[src/rtl/burst_seq_pkg.sv]
package burst_seq_pkg;
  localparam int OFF_W = 2;

  typedef struct packed {
    logic load;     // start a new burst this edge
    logic useProc;  // capture from the processor address bus
    logic step;     // move to the next beat
  } seqStrobes_t;
endpackage

[src/rtl/burst_seq_ctrl.sv]
module burst_seq_ctrl
  import burst_seq_pkg::*;
(
  input  logic        csPrimary,
  input  logic        procAds,
  input  logic        ctrlAds,
  input  logic        advance,
  output seqStrobes_t strb
);
  logic procHit;

  always_comb begin
    procHit      = procAds & csPrimary;
    strb.load    = procHit | ctrlAds;
    strb.useProc = procHit;
    strb.step    = advance & ~(procHit | ctrlAds);
  end
endmodule

[src/rtl/burst_seq_dp.sv]
module burst_seq_dp
  import burst_seq_pkg::*;
#(
  parameter int ADDR_W = 17
) (
  input  logic              clk,
  input  logic              rstN,
  input  seqStrobes_t       strb,
  input  logic              modeInterleave,
  input  logic [ADDR_W-1:0] procAddr,
  input  logic [ADDR_W-1:0] ctrlAddr,
  output logic [ADDR_W-1:0] arrAddr,
  output logic [OFF_W-1:0]  burstOff
);
  localparam int UP_W = ADDR_W - OFF_W;

  logic [UP_W-1:0]   upperQ;
  logic [OFF_W-1:0]  startQ;
  logic [OFF_W-1:0]  beatQ;
  logic              modeQ;
  logic [ADDR_W-1:0] selAddr;
  logic [OFF_W-1:0]  offset;

  always_comb begin
    selAddr = strb.useProc ? procAddr : ctrlAddr;
    offset  = modeQ ? (startQ ^ beatQ) : (startQ + beatQ);
  end

  always_ff @(posedge clk) begin
    if (!rstN) begin
      upperQ <= '0;
      startQ <= '0;
      beatQ  <= '0;
      modeQ  <= 1'b0;
    end else if (strb.load) begin
      upperQ <= selAddr[ADDR_W-1:OFF_W];
      startQ <= selAddr[OFF_W-1:0];
      beatQ  <= '0;
      modeQ  <= modeInterleave;
    end else if (strb.step) begin
      beatQ  <= beatQ + 1'b1;
    end
  end

  assign burstOff = offset;
  assign arrAddr  = {upperQ, offset};


  linear_step_chk: assert property (@(posedge clk) disable iff (!rstN)
    (strb.step && !modeQ) |=> (burstOff == $past(burstOff) + 2'd1));


  interleave_step_chk: assert property (@(posedge clk) disable iff (!rstN)
    (strb.step && modeQ) |=> (burstOff[0] != $past(burstOff[0])));


  upper_hold_chk: assert property (@(posedge clk) disable iff (!rstN)
    !strb.load |=> $stable(upperQ));


  offset_hold_chk: assert property (@(posedge clk) disable iff (!rstN)
    (!strb.load && !strb.step) |=> $stable(burstOff));
endmodule

[src/rtl/burst_addr_seq.sv]
module burst_addr_seq
  import burst_seq_pkg::*;
#(
  parameter int ADDR_W = 17
) (
  input  logic              clk,
  input  logic              rstN,
  input  logic              modeInterleave,
  input  logic              csPrimary,
  input  logic              procAds,
  input  logic              ctrlAds,
  input  logic              advance,
  input  logic [ADDR_W-1:0] procAddr,
  input  logic [ADDR_W-1:0] ctrlAddr,
  output logic [ADDR_W-1:0] arrAddr,
  output logic [1:0]        burstOff
);
  seqStrobes_t strb;

  burst_seq_ctrl ctrl_i (
    .csPrimary (csPrimary),
    .procAds   (procAds),
    .ctrlAds   (ctrlAds),
    .advance   (advance),
    .strb      (strb)
  );

  burst_seq_dp #(.ADDR_W(ADDR_W)) dp_i (
    .clk            (clk),
    .rstN           (rstN),
    .strb           (strb),
    .modeInterleave (modeInterleave),
    .procAddr       (procAddr),
    .ctrlAddr       (ctrlAddr),
    .arrAddr        (arrAddr),
    .burstOff       (burstOff)
  );


  proc_capture_chk: assert property (@(posedge clk) disable iff (!rstN)
    (procAds && csPrimary) |=> (arrAddr == $past(procAddr)));


  proc_gated_chk: assert property (@(posedge clk) disable iff (!rstN)
    (procAds && !csPrimary && !ctrlAds && !advance) |=> $stable(arrAddr));
endmodule

[config.mk]
export PLATFORM = sky130hd
export DESIGN_NAME = burst_addr_seq
export DESIGN_NICKNAME = d
export VERILOG_FILES = /design/src/rtl/burst_seq_pkg.sv /design/src/rtl/burst_seq_ctrl.sv /design/src/rtl/burst_seq_dp.sv /design/src/rtl/burst_addr_seq.sv
export SDC_FILE = /design/constraint.sdc
export NUM_CORES = 1
export LEC_CHECK = 0
export BUFFER_PORTS_ARGS = -buffer_cell sky130_fd_sc_hd__buf_2
export CAP_MARGIN = 0
export CORE_MARGIN = 4
export CORE_UTILIZATION = 44
export DETAILED_ROUTE_END_ITERATION = 8
export PLACE_DENSITY_LB_ADDON = 0.08
export SLEW_MARGIN = 40
export SYNTH_ARGS = -nofsm -noshare
export SYNTH_HDL_FRONTEND = slang
export SYNTH_HIERARCHICAL = 1
export SYNTH_SLANG_ARGS = --single-unit
[constraint.sdc]
create_clock -name clk -period 3.3 [get_ports clk]
set_clock_uncertainty 0.2 [all_clocks]
set_input_delay 0.99 -clock clk [delete_from_list [all_inputs] [get_ports clk]]
set_output_delay 0.99 -clock clk [all_outputs]
set_load 0.005 [all_outputs]
After elaboration in Yosys (flattened, before gate mapping)
Index checks and enable logic that the tools add are counted.
- memory bits (read-only): 0
- logic and storage cells: 15
- register bits: 20
- input bits: 41
- memory bits (writable): 0
- memories: 0
- bits in latches: 0
- equality and inequality tests: 0
- shift-type cells: 0
- order comparisons: 0
- multiply operators: 0
- add/sub/neg operators: 2
- reduce and logical (&&, ||, !) cells: 1
- divide/modulo/power cells: 0
- mux-type cells: 2
- bitwise operators: 6
- operator list (kind ; number):
    two-way mux 17 bit ; 1
    adder 2 x 1 -> 2 bit, second input constant ; 1
    adder 2 bit ; 1
    bitwise AND 1 bit ; 2
    two-way mux 2 bit ; 1
    NOT 1 bit ; 2
    OR reduction 2 bit ; 1
    bitwise XOR 2 bit ; 1
    OR 1 bit ; 1

Depth between registers and ports, before layout
- depth in word-level cells: 4
- depth in mapped cells: 6
- mapped depth without buffers: 4

By module
The synthesis kept the hierarchy.
- by module, submodules not included (module ; cells each ; area an instance (µm²) ; times used):
    burst_seq_dp ; 92 ; 907.1 ; 1
    burst_seq_ctrl ; 5 ; 32.5 ; 1

Least setup slack after synthesis
OpenSTA, ideal clock, no wires.
- kind: register to output
- start: register dp_i.beatQ[0]
- end: output burstOff[1]
- cell stages (with the launch flop): 5
- path slack: 1154 ps
- data arrival time: 956 ps
- path buffers: 1
- data required time: 2110 ps
- cell sequence: dfxtp_1 > ha_1 > nor2b_1 > xnor2_1 > buf_4
- longest elaborated chain between the ends: 2
- RTL lines (element ; RTL line ; source):
    start, declared ; burst_seq_dp.sv:19 ; logic [OFF_W-1:0] beatQ;
    start signal, assigned ; burst_seq_dp.sv:41 ; beatQ <= beatQ + 1'b1;
    adder 2 bit ; burst_seq_dp.sv:26 ; offset = modeQ ? (startQ ^ beatQ) : (startQ + beatQ);
    two-way mux 2 bit ; burst_seq_dp.sv:26 ;
    end, declared ; burst_addr_seq.sv:16 ; output logic [1:0] burstOff
Every way passes these cells.

Worst setup path in the final report
Ends and elaborated chain as after synthesis.

==> out/metrics.cfg <==
[setup_path]
worst_setup_path_end_kind=primary output
critPathRequiredTime_ns=2.11
worst-path-max-fanout=4
type_of_the_worst_setup_path=flip-flop to primary output
worst_ep_arrival_time_ns=1.28
start_kind=flip-flop

[power]
power_density_nw_per_um2=411
clkPwrFrac_pct=27.1
worst_ir_drop_vdd_uv=268
combinationalPowerShare_pct=19.6
sequentialPowerShare_pct=53.3
swShare_pct=24.9
internal_power_w=0.000381
net-switching-power_w=0.000126
power_leakage_nw=0.603

[yosys]
synthFlopType=sky130_fd_sc_hd__dfxtp_1
compound_cell_area_share_of_the_yosys_netlist_pct=20.5
synth.mux.area_fraction_pct=19.2
edff_count_synth=0
yosys.area_share.simple_pct=4.66
synth.ff_latch_count=20
synthDistinctLibCells=21
syn-mean-instance-area_um2=9.69
synth_cells=97
seq_area_frac_synth_pct=42.6
async_flop_share_pct=0
synth_area_in_adders_pct=1.33
netlist_area_before_placement_um2=940
synth-xor-area-share_pct=2.80
syn-num-nets=139
synth_top_family_by_area=compound AO/OA/AOI/OAI gates
synth-warning-count=6

[sta]
worst-slew-pin-transition_ns=0.509
maxSlewViolCount=0
timing.final.hold_violations=0
grt_setup_unrepaired=no
post-route-min-period_ns=2.47
period_share_pct=74.7
finalWorstSetupSlack_ns=0.835
timing.final.setup_violations=0
worst_slew_margin_rel_pct=66.1
fmax_mhz=406
totalNegativeSetupSlack_ns=0

[floorplan]
initial_utilization_pct=46.9
dieHeight_um=54.2
dieArea_um2=2940
core_area_um2=2000
standard_cell_row_count=16
floorplan.io_pins=60
die_x_um=54.2

[global_routing]
maximum_number_of_pins_on_one_net_before_global_route_repair=24
gr-usage-all-layers_pct=14.9
antenna_found_initial=0
number_of_global_route_vias_before_repair=801
grt_first_pass_wirelength_um=3250
overflow_after_grt=0

[layout]
layout-drive-gt1-share_pct=44.4
design_area_um2=1230
finalCoreUtilization_pct=61.6
mostFrequentLayoutCell=sky130_fd_sc_hd__buf_2
synthesis_to_layout_area_growth_pct=31.2
antenna-diode-count=0
nets=194
mostFrequentLayoutCells=sky130_fd_sc_hd__buf_2, sky130_fd_sc_hd__dfxtp_1, sky130_fd_sc_hd__mux2i_1, sky130_fd_sc_hd__a21oi_1, sky130_fd_sc_hd__o21ai_1

[route]
antenna_violating_nets_post_route=0
drt_pass1_iterations=3
drt-wirelength-per-cell_um=11.6
vias=853
vias_per_cell=4.79
drc=0
dr_iter_0_viols=2
postRouteWirelength_um=2060

[cts]
worst_skew_pair.late_latency_ns=0.29
tritoncts=yes
cts.htree.levels=1
cts-root-buf=sky130_fd_sc_hd__clkbuf_4
cts.hold.buffers_added=0
cts_made_buffers=3
numClockSinks=20
clkTransAtPathRegs_ns=0.11
cts_buffer_depth=2
cts_resized=0
cts_setup_buffers=0

[run]
max_cap_violations=0

[placed_design]
gp_congestion=0.693
dp_hpwl_um=1640
numPortBuffers=59
placement.setup.worst_slack_ns=0.880
placedInstanceArea_um2=1200

[hold_path]
hold_class=flip-flop to flip-flop

[run_status]
outcome=complete, no violations

## critical path, stage by stage (launching register included)
cell	delay (ns)
sky130_fd_sc_hd__dfxtp_1	0.40
sky130_fd_sc_hd__ha_1	0.16
sky130_fd_sc_hd__nor2b_1	0.15
sky130_fd_sc_hd__xnor2_1	0.14
sky130_fd_sc_hd__buf_2	0.14
## cell families (layout without fill, tap and decap cells)
kind of cell / Yosys count / after routing
simple gates: 7 / 7
xor+xnor: 3 / 3
buf+inv: 11 / 65
fa+ha+maj: 1 / 1
flops: 20 / 20
mux: 18 / 18
compound gates: 37 / 37
## cell type report
type                       instances  area, µm²
tap                               27       33.8
fill                             196        769
clock buffer                       4       36.3
multi-input combinational         66        455
inverter                           1       3.75
timing repair buffer              60        303
sequential                        20        400
## flip-flops by register name, indices dropped and copies added (netlist names)
signal / count
dp_i/upperQ: 15
dp_i/beatQ: 2
dp_i/startQ: 2
dp_i/modeQ: 1
## cells in the mapped netlist, types with 2 or more instances
master                    instances  area (µm²)
sky130_fd_sc_hd__dfxtp_1         20         400
sky130_fd_sc_hd__o21ai_1         12        60.1
sky130_fd_sc_hd__nor2b_1          2        12.5
sky130_fd_sc_hd__buf_2            3        15.0
sky130_fd_sc_hd__a21oi_1         18        90.1
sky130_fd_sc_hd__buf_4            4        30.0
sky130_fd_sc_hd__o21ai_0          5        25.0
sky130_fd_sc_hd__xnor2_1          3        26.3
sky130_fd_sc_hd__mux2i_1         18         180
## power by group through the flow
| stage | sequential, W | clock, W | combinational [W] |
|---|---|---|---|
| 2_1_floorplan | 0.000276 | 0 | 0.0000582 |
| 3_3_place_gp | 0.000275 | 0 | 0.0000978 |
| 3_5_place_dp | 0.000275 | 0 | 0.000101 |
| 4_1_cts | 0.000270 | 0.000143 | 0.000101 |
| 5_1_grt | 0.000273 | 0.000149 | 0.000113 |
| 6_report | 0.000270 | 0.000137 | 0.0000994 |
## per-stage QoR
| step | std cells | power (W) | hold WS, ns |
|---|---|---|---|
| floorplan | 97 | 0.000334 | 0.283 |
| global placement | 174 | 0.000373 | 0.292 |
| detailed placement | 174 | 0.000376 | 0.300 |
| CTS | 178 | 0.000515 | 0.314 |
| global route | 178 | 0.000535 | 0.343 |
| finish | 178 | 0.000507 | 0.313 |
## final timing paths
check	start	end	slack, ns	cells after the start
hold / removal	dp_i/upperQ[6]	dp_i/upperQ[6]	0.31	2
hold reg to reg	dp_i/upperQ[6]	dp_i/upperQ[6]	0.31	2
setup / recovery	dp_i/beatQ[0]	burstOff[1]	0.83	4
setup reg to reg	dp_i/beatQ[1]	dp_i/beatQ[1]	2.32	2
## metal layers
| metal | track usage, % | routed length [µm] | vias to the layer above |
|---|---|---|---|
| met5 | 0 | 0 | - |
| met3 | 3.27 | 222 | 2 |
| met2 | 25.1 | 954 | 36 |
| met4 | 6.22 | 13 | 0 |
| li1 | - | - | 450 |
| met1 | 18.1 | 873 | 365 |
Power figures use the tool's default switching activity.
